<file path="src/rtl/fwp_pkg.sv">
package fwp_pkg;
  typedef enum logic [2:0] {
    ST_IDLE,
    ST_FILL,
    ST_ISSUE,
    ST_WAIT,
    ST_DONE
  } fwp_state_e;
endpackage

</file>
<file path="src/rtl/fwp_word_asm.sv">
module fwp_word_asm #(
  parameter int BYTES = 4,
  localparam int LANE_W = $clog2(BYTES),
  localparam int DATA_W = 8 * BYTES
) (
  input  logic              clk_i,
  input  logic              rst_ni,
  input  logic              clear_i,
  input  logic              wr_i,
  input  logic [LANE_W-1:0] lane_i,
  input  logic [7:0]        byte_i,
  output logic [DATA_W-1:0] word_o
);
  for (genvar g = 0; g < BYTES; g++) begin : g_lane
    logic [7:0] lane_q;
    always_ff @(posedge clk_i or negedge rst_ni) begin
      if (!rst_ni)                                lane_q <= 8'hFF;
      else if (clear_i)                           lane_q <= 8'hFF;
      else if (wr_i && lane_i == LANE_W'(g))      lane_q <= byte_i;
    end
    assign word_o[8*g +: 8] = lane_q;
  end
endmodule

</file>
<file path="src/rtl/fwp_ctrl.sv">
module fwp_ctrl
  import fwp_pkg::*;
#(
  parameter int ADDR_W = 24,
  parameter int LEN_W  = 16,
  parameter int BYTES  = 4,
  localparam int LANE_W = $clog2(BYTES),
  localparam int FILL_W = LANE_W + 1
) (
  input  logic              clk_i,
  input  logic              rst_ni,
  input  logic              req_valid_i,
  output logic              req_ready_o,
  input  logic [ADDR_W-1:0] req_addr_i,
  input  logic [LEN_W-1:0]  req_len_i,
  input  logic              byte_valid_i,
  output logic              byte_ready_o,
  output logic              prog_valid_o,
  input  logic              prog_ready_i,
  output logic [ADDR_W-1:0] prog_addr_o,
  input  logic              prog_done_i,
  input  logic              prog_err_i,
  output logic              done_o,
  output logic              err_o,
  output logic [LEN_W-1:0]  count_o,
  output logic              asm_clear_o,
  output logic              asm_wr_o,
  output logic [LANE_W-1:0] asm_lane_o
);
  fwp_state_e        state_q, state_d;
  logic [ADDR_W-1:0] waddr_q, waddr_d;
  logic [LANE_W-1:0] lane_q, lane_d;
  logic [LEN_W-1:0]  remain_q, remain_d;
  logic [FILL_W-1:0] fill_q, fill_d;
  logic [LEN_W-1:0]  count_q, count_d;
  logic              err_q, err_d;
  logic              req_hs, byte_hs;

  assign req_ready_o  = (state_q == ST_IDLE);
  assign byte_ready_o = (state_q == ST_FILL);
  assign prog_valid_o = (state_q == ST_ISSUE);
  assign done_o       = (state_q == ST_DONE);
  assign prog_addr_o  = waddr_q;
  assign err_o        = err_q;
  assign count_o      = count_q;
  assign asm_lane_o   = lane_q;
  assign req_hs       = req_valid_i && req_ready_o;
  assign byte_hs      = byte_valid_i && byte_ready_o;
  assign asm_wr_o     = byte_hs;

  always_comb begin
    state_d     = state_q;
    waddr_d     = waddr_q;
    lane_d      = lane_q;
    remain_d    = remain_q;
    fill_d      = fill_q;
    count_d     = count_q;
    err_d       = err_q;
    asm_clear_o = 1'b0;
    unique case (state_q)
      ST_IDLE: if (req_hs) begin
        waddr_d     = {req_addr_i[ADDR_W-1:LANE_W], {LANE_W{1'b0}}};
        lane_d      = req_addr_i[LANE_W-1:0];
        remain_d    = req_len_i;
        fill_d      = '0;
        count_d     = '0;
        err_d       = 1'b0;
        asm_clear_o = 1'b1;
        state_d     = (req_len_i == '0) ? ST_DONE : ST_FILL;
      end
      ST_FILL: if (byte_hs) begin
        lane_d   = lane_q + LANE_W'(1);
        remain_d = remain_q - LEN_W'(1);
        fill_d   = fill_q + FILL_W'(1);
        if (lane_q == LANE_W'(BYTES - 1) || remain_q == LEN_W'(1)) state_d = ST_ISSUE;
      end
      ST_ISSUE: if (prog_ready_i) state_d = ST_WAIT;
      ST_WAIT: if (prog_done_i) begin
        if (prog_err_i) begin
          err_d   = 1'b1;
          state_d = ST_DONE;
        end else begin
          count_d = count_q + LEN_W'(fill_q);
          fill_d  = '0;
          if (remain_q == '0) begin
            state_d = ST_DONE;
          end else begin
            waddr_d     = waddr_q + ADDR_W'(BYTES);
            lane_d      = '0;
            asm_clear_o = 1'b1;
            state_d     = ST_FILL;
          end
        end
      end
      ST_DONE: state_d = ST_IDLE;
      default: state_d = ST_IDLE;
    endcase
  end

  always_ff @(posedge clk_i or negedge rst_ni) begin
    if (!rst_ni) begin
      state_q  <= ST_IDLE;
      waddr_q  <= '0;
      lane_q   <= '0;
      remain_q <= '0;
      fill_q   <= '0;
      count_q  <= '0;
      err_q    <= 1'b0;
    end else begin
      state_q  <= state_d;
      waddr_q  <= waddr_d;
      lane_q   <= lane_d;
      remain_q <= remain_d;
      fill_q   <= fill_d;
      count_q  <= count_d;
      err_q    <= err_d;
    end
  end

  AST_ADDR_ALIGNED: assert property (@(posedge clk_i) disable iff (!rst_ni)
    prog_valid_o |-> prog_addr_o[LANE_W-1:0] == '0);
  AST_ZERO_LEN_DONE: assert property (@(posedge clk_i) disable iff (!rst_ni)
    (req_hs && req_len_i == '0) |=> (done_o && !prog_valid_o));
  AST_NO_BYTE_WHILE_BUSY: assert property (@(posedge clk_i) disable iff (!rst_ni)
    prog_valid_o |-> !byte_ready_o);
  AST_HOLD_ADDR: assert property (@(posedge clk_i) disable iff (!rst_ni)
    (prog_valid_o && !prog_ready_i) |=> (prog_valid_o && $stable(prog_addr_o)));
  AST_NO_ISSUE_AFTER_ERR: assert property (@(posedge clk_i) disable iff (!rst_ni)
    (err_o && !req_hs) |=> !prog_valid_o);
  AST_DONE_PULSE: assert property (@(posedge clk_i) disable iff (!rst_ni)
    done_o |=> !done_o);
endmodule

</file>
<file path="src/rtl/flash_word_packer.sv">
module flash_word_packer #(
  parameter int ADDR_W = 24,
  parameter int LEN_W  = 16,
  parameter int BYTES  = 4,
  localparam int LANE_W = $clog2(BYTES),
  localparam int DATA_W = 8 * BYTES
) (
  input  logic              clk_i,
  input  logic              rst_ni,
  input  logic              req_valid_i,
  output logic              req_ready_o,
  input  logic [ADDR_W-1:0] req_addr_i,
  input  logic [LEN_W-1:0]  req_len_i,
  input  logic              byte_valid_i,
  output logic              byte_ready_o,
  input  logic [7:0]        byte_data_i,
  output logic              prog_valid_o,
  input  logic              prog_ready_i,
  output logic [ADDR_W-1:0] prog_addr_o,
  output logic [DATA_W-1:0] prog_data_o,
  input  logic              prog_done_i,
  input  logic              prog_err_i,
  output logic              done_o,
  output logic              err_o,
  output logic [LEN_W-1:0]  count_o
);
  logic              asm_clear, asm_wr;
  logic [LANE_W-1:0] asm_lane;

  fwp_ctrl #(.ADDR_W(ADDR_W), .LEN_W(LEN_W), .BYTES(BYTES)) u_ctrl (
    .clk_i        (clk_i),
    .rst_ni       (rst_ni),
    .req_valid_i  (req_valid_i),
    .req_ready_o  (req_ready_o),
    .req_addr_i   (req_addr_i),
    .req_len_i    (req_len_i),
    .byte_valid_i (byte_valid_i),
    .byte_ready_o (byte_ready_o),
    .prog_valid_o (prog_valid_o),
    .prog_ready_i (prog_ready_i),
    .prog_addr_o  (prog_addr_o),
    .prog_done_i  (prog_done_i),
    .prog_err_i   (prog_err_i),
    .done_o       (done_o),
    .err_o        (err_o),
    .count_o      (count_o),
    .asm_clear_o  (asm_clear),
    .asm_wr_o     (asm_wr),
    .asm_lane_o   (asm_lane)
  );

  fwp_word_asm #(.BYTES(BYTES)) u_asm (
    .clk_i   (clk_i),
    .rst_ni  (rst_ni),
    .clear_i (asm_clear),
    .wr_i    (asm_wr),
    .lane_i  (asm_lane),
    .byte_i  (byte_data_i),
    .word_o  (prog_data_o)
  );

  AST_HOLD_DATA: assert property (@(posedge clk_i) disable iff (!rst_ni)
    (prog_valid_o && !prog_ready_i) |=> $stable(prog_data_o));
  AST_WORD_NOT_ERASED: assert property (@(posedge clk_i) disable iff (!rst_ni)
    $rose(prog_valid_o) |-> $past(byte_ready_o && byte_valid_i));
endmodule

</file>
<file path="config.mk">
export PLATFORM = sky130hd
export DESIGN_NAME = flash_word_packer
export DESIGN_NICKNAME = d
export VERILOG_FILES = /design/src/rtl/fwp_pkg.sv /design/src/rtl/fwp_word_asm.sv /design/src/rtl/fwp_ctrl.sv /design/src/rtl/flash_word_packer.sv
export SDC_FILE = /design/constraint.sdc
export NUM_CORES = 1
export LEC_CHECK = 0
export BUFFER_PORTS_ARGS = -buffer_cell sky130_fd_sc_hd__buf_2
export CAP_MARGIN = 20
export CELL_PAD_IN_SITES_DETAIL_PLACEMENT = 1
export CELL_PAD_IN_SITES_GLOBAL_PLACEMENT = 2
export CORE_UTILIZATION = 32
export CTS_CLUSTER_SIZE = 30
export DETAILED_ROUTE_END_ITERATION = 16
export PLACE_DENSITY_LB_ADDON = 0.25
export SLEW_MARGIN = 15
export SYNTH_ARGS = -nofsm -noshare
export SYNTH_HDL_FRONTEND = slang
export SYNTH_SLANG_ARGS = --single-unit
</file>
<file path="constraint.sdc">
create_clock -name clk_i -period 2.15 [get_ports clk_i]
set_clock_uncertainty 0.1 [all_clocks]
set_input_delay 0.215 -clock clk_i [delete_from_list [all_inputs] [get_ports clk_i]]
set_output_delay 0.215 -clock clk_i [all_outputs]
set_load 0.02 [all_outputs]
</file>
# Yosys cells after proc, flatten, opt, wreduce, memory -nomap -nowiden
# Cells that the tools add are included.
# word_totals
ff_bits	97
in_bits	55
output_inout_bits	77
wordCells	106
# classes
addsub	5
n_eq_ne	16
muxes	49
n_reduce_logical	25
# op_table
operator	count
$mux 24	4
$mux 16	5
$mux 8	8
$pmux 16 s2	2
$pmux 24 s2	1
$mux 3	12
$logic_not 16->1	2
$add 24x3->24 const B	1
$add 16x3->16	1
$eq 16x1->1 const B	1
$sub 16x1->16 const B	1
$reduce_and 5->1	3
$ne 2x2->1 const B	6
$pmux 3 s4	1
$reduce_bool 2->1	6
$mux 2	5
$pmux 3 s3	1
$reduce_and 4->1	2
$mux 1	7
$eq 3x2->1 const B	2
$logic_and 1x1->1	6
$pmux 2 s3	1
$reduce_and 6->1	1
$eq 2x2->1 const B	2
12 further kinds	14

# Depth between registers and ports, before layout
# logic_depth
word_depth	6
ltp_mapped	8
depth_no_buf	8

# Modules after synthesis
# From an unflattened synthesis, not the netlist that was laid out.
# hier_totals
cells_unflattened	582
hier_area_um2	5267.6
# by_module_without_submodules
mod	n_inst	cells_per_inst	area_each_um2	seq_area_each_um2
fwp_ctrl	1	467	3891.2	1576.5
fwp_word_asm	1	115	1376.3	840.8

# Least setup slack after synthesis
# No wires, ideal clock.
# synth_timing
path_type	register -> register
start	reg u_ctrl.state_q[1]
end	reg u_ctrl.waddr_q[10] (netlist: u_ctrl.prog_addr_o[10])
setup_ps	124
arrival_ps	1842
required_ps	1926
slack_ps	85
stages_incl_launch_ff	8
n_path_buf	3
period_less_slack_ps	2065
cell_sequence	dfrtp_1 buf_2 buf_1 nor3_1 nand2_1 o21ai_2 buf_4 a21oi_1
# synth_via
elab_chain_len	4
elab_cells_between_ends	10
cone_classes	eq/ne: 5; mux: 1; reduce/logical: 4
# synth_rtl
element	line_no	source
start, declared	fwp_ctrl.sv:30	fwp_state_e state_q, state_d;
start signal, assigned	fwp_ctrl.sv:110	state_q <= state_d;
$logic_not 3->1 *	fwp_ctrl.sv:39	assign req_ready_o = (state_q == ST_IDLE);
via req_ready_o	flash_word_packer.sv:11	output logic req_ready_o,
$logic_and 1x1->1	fwp_ctrl.sv:47	assign req_hs = req_valid_i && req_ready_o;
$ne 2x2->1 (no source line)	n/a	
$reduce_and 5->1 (no source line)	n/a	
end signal, assigned	fwp_ctrl.sv:111	waddr_q <= waddr_d;
end, declared	fwp_ctrl.sv:31	logic [ADDR_W-1:0] waddr_q, waddr_d;
# The timed path passes the listed nets; every way through them passes the cells marked *.
# A chain may end at the register's enable or synchronous reset.

# Worst setup path after layout
# layout_timing
start	reg u_ctrl.state_q[2]
end	out byte_ready_o
# layout_via
elab_chain_len	1
# layout_rtl
element	line_no	source
$eq 3x1->1	fwp_ctrl.sv:40	assign byte_ready_o = (state_q == ST_FILL);
end, declared	flash_word_packer.sv:15	output logic byte_ready_o,
# No other way between the ends.

==> results.cfg <==
[outcome]
status = complete, no violations

[worst_setup_path]
cp_max_fo = 11
required_ns = 1.84
r2r_cells = 9
critPathMaxStageDelay_ns = 0.53
path_delay_family = simple AND/OR/NAND/NOR gates
critPathSlowestCell = or3b_2
cp-start-kind = register
worst_r2r_endpoint = u_ctrl.prog_addr_o[21]
reg2reg_from = u_ctrl.remain_q[0]
crit_type = reg -> out
path_buf_inv = 3
r2r_setup_slack_ns = 0.08
end_kind = primary output
arrival_ns = 1.77
crit_chain = buf_4 > or3b_2 > inv_6 > buf_2

[routing]
vias = 5181
ant_nets = 0
wl_per_cell_um = 18.0
drt_iter0_drc = 162
dr.pass1.iters = 4
vias_per_cell = 5.34
drc_errors = 0
drt-total-wl_um = 17400

[sta]
rsz0062_at_grt = true
slew_headroom_pct = 53.8
hold_viol_final = 0
fmax_mhz = 480
tightest_slew_ns = 0.690
min_period_ns = 2.09
final.period_utilization_pct = 97.0
holdWs_ns = 0.0236
slew_violations = 0
setup_viol = 0

[floorplanning]
start_util_pct = 32.9
coreArea_sq_mm = 0.0160
dieArea_sq_mm = 0.0170
rows = 46
die_h_um = 130
io_pins = 132
chipWidth_um = 130

[power_and_ir_drop]
p_seq_share_pct = 33.8
p_sw_mw = 4.34
combPwrFrac_pct = 49.7
power.density_mw_per_mm2 = 1410
p_clk_share_pct = 16.5
switching_share_pct = 44.4
internal-power_mw = 5.43
power.leakage_nw = 3.10
ir_drop_uv = 591

[cts]
path_clk_slew_ns = 0.07
cts_tree = yes
cts_buffer_depth = 2
h-tree-depth = 3
cts_sinks = 95
insertion_delay_ns = 0.35
numCtsBuffers = 9
root_buffer = clkbuf_16

[finish]
post-route-util_pct = 43.2
finalNetCount = 816
area_delta_synth_final_pct = 31.1
drive_gt1_share_pct = 34.0
num_antenna_cells = 0
nFillCells = 1916

[grt]
use_met2_pct = 34.5
groute.usage.overall_pct = 20.4
antenna_found_initial = 1
grt_first_pass_wirelength_um = 26800
grtUsageMet3_pct = 2.50
grt_pass1_vias = 5199
grt_overflow = 0
grt.busiest_layer = met2
use_met1_pct = 27.1
grt_max_degree = 43

[synth]
syn_area_per_cell_sq_um = 8.84
syn_inst = 596
synth-edff-count = 0
ys_ff_latch = 95
netlist_area_sq_mm = 0.00527
ys_seq_area_share_pct = 45.9
synthFlopType = dfrtp_1
async_reset_ff_share_pct = 100
synth_warnings = 0
yosysUniqueCellTypes = 61

[min_path]
holdPathEnd = u_ctrl.prog_addr_o[3]
hold_start = req_addr_i[3]
whs_path_depth = 3
hold_path_class = in -> reg

[placement]
post-dp-hpwl_um = 12400
io_buffers = 129
gp_congestion = 0.876

[job]
drv_cap = 0
registers in the layout, indices dropped and copies added (netlist names):
name and count:
u_ctrl.remain_q 16, u_asm.g_lane.lane_q 32, u_ctrl.state_q 3, u_ctrl.prog_addr_o 22, u_ctrl.count_o 16, u_ctrl.asm_lane_o 2, u_ctrl.err_o 1, u_ctrl.fill_q 3
worst max path at each step:
stage	cells past startpoint	from	endpoint	slack, ns
after global placement	7	u_ctrl.remain_q[1]	u_ctrl.prog_addr_o[2]	-0.05
final	4	u_ctrl.state_q[2]	byte_ready_o	0.06
after global routing	9	u_ctrl.remain_q[0]	u_ctrl.prog_addr_o[21]	-0.05
after CTS	4	u_ctrl.state_q[2]	byte_ready_o	0.01
after floorplan	7	u_ctrl.state_q[1]	u_ctrl.prog_addr_o[10]	0.08
after detailed placement	7	u_ctrl.remain_q[0]	u_ctrl.prog_addr_o[2]	-0.20
through the flow:
stage / cell area [sq um] / instances / total power [mW] / TNS [ns] / setup WS [ns]
after CTS: 6690 / 960 / 9.49 / 0 / 0.0116
final: 6910 / 970 / 9.77 / 0 / 0.0646
after detailed placement: 6360 / 942 / 7.79 / -1.26 / -0.204
after global placement: 6350 / 941 / 7.57 / -0.0513 / -0.0513
after floorplan: 5270 / 597 / 6.08 / 0 / 0.0847
after global routing: 6910 / 970 / 10.5 / -0.412 / -0.0530
tightest hold or removal path: cells and delay by family:
kind / cells / cell delay (ns)
simple gates: 1 / 0.05
buf+inv: 1 / 0.10
compound gates: 1 / 0.07
cell usage after synthesis, types with 2 or more instances:
library cell	instances	share of area [%]
nand2_1	101	7.2
dfrtp_1	63	30
a21oi_1	48	4.6
nor2_1	48	3.4
nand3_1	43	4.1
o21ai_0	41	3.9
dfstp_2	32	16
buf_2	14	1.3
inv_1	14	1.0
nor3_1	13	1.2
clkbuf_1	12	0.86
xnor2_1	12	2.0
ha_1	11	2.6
nand4_1	11	1.3
a31oi_1	8	0.95
a22oi_1	7	1.0
and3_1	7	0.83
and4_1	7	1.2
nor4_1	7	0.83
a2bb2oi_1	6	1.0
buf_1	6	0.43
o22ai_1	6	0.71
o2bb2ai_1	6	1.0
and2_1	5	0.59
mux2i_1	5	0.95
o22a_1	5	0.83
buf_4	4	0.57
nor3b_1	4	0.57
nor4b_2	4	1.1
a22o_1	3	0.50
nor3_2	3	0.57
o211ai_1	3	0.43
a32oi_1	2	0.33
and4b_1	2	0.38
nand2b_1	2	0.24
nor3b_2	2	0.47
nor4b_1	2	0.33
o32ai_1	2	0.33
or2_2	2	0.24
or3_1	2	0.24
layer usage:
| metal | share of wire [%] | routed length (um) |
|---|---|---|
| met1 | 46 | 8060 |
| met3 | 3.3 | 583 |
| met4 | 1.2 | 214 |
| met5 | 0.069 | 12 |
| met2 | 49 | 8570 |
cell usage in the layout (no fill, tap or decap), drive strengths merged, types with 12 or more instances in the layout:
cell type and count:
dfstp 32, o21ai 43, nor3 16, xnor2 12
inv 18, a21oi 48, buf 174, nor2 48
nand3 43, dfrtp 63, nand2 101, clkbuf 14
timing repair:
action | in CTS | in global routing
endpoints found under the hold margin | 14 | 0
resized for setup | 3 | 28
buffers inserted | 1 | 6
cloned | 0 | 4
hold buffers | 1 | 0
setup endpoints to repair | 47 | 55
pin swaps | 0 | 6
power by group through the flow:
| stage | clock network, mW | logic, mW | registers (mW) |
|---|---|---|---|
| detailed placement | 0 | 4.49 | 3.31 |
| global route | 1.72 | 5.37 | 3.40 |
| floorplan | 0 | 2.38 | 3.70 |
| CTS | 1.67 | 4.53 | 3.29 |
| global placement | 0 | 4.31 | 3.26 |
| finish | 1.61 | 4.86 | 3.30 |
kinds of logic (layout without fill, tap and decap cells):
family                   count (synthesis)  in the layout  synth area share [%]
AO/OA/AOI/OAI                          145            145                  17.1
AND/OR/NAND/NOR                        272            272                  26.3
XOR/XNOR                                13             13                  2.16
buffers and inverters                   52            209                  4.35
adder cells (fa/ha/maj)                 12             12                  2.99
flip-flops                              95             95                  45.9
other                                    1              2                0.0712
multiplexers                             6              6                  1.16
area by class of cell:
class                           instances  area [sq um]  area share [%]
Sequential cell                        95          2420            35.0
Clock buffer                           11           254            3.68
Timing Repair Buffer                  178          1140            16.6
Clock inverter                          5          37.5           0.543
Multi-Input combinational cell        450          2720            39.4
Tap cell                              216           270            3.91
Inverter                               15          61.3           0.888
No activity file was read; power rests on OpenSTA's default activity.
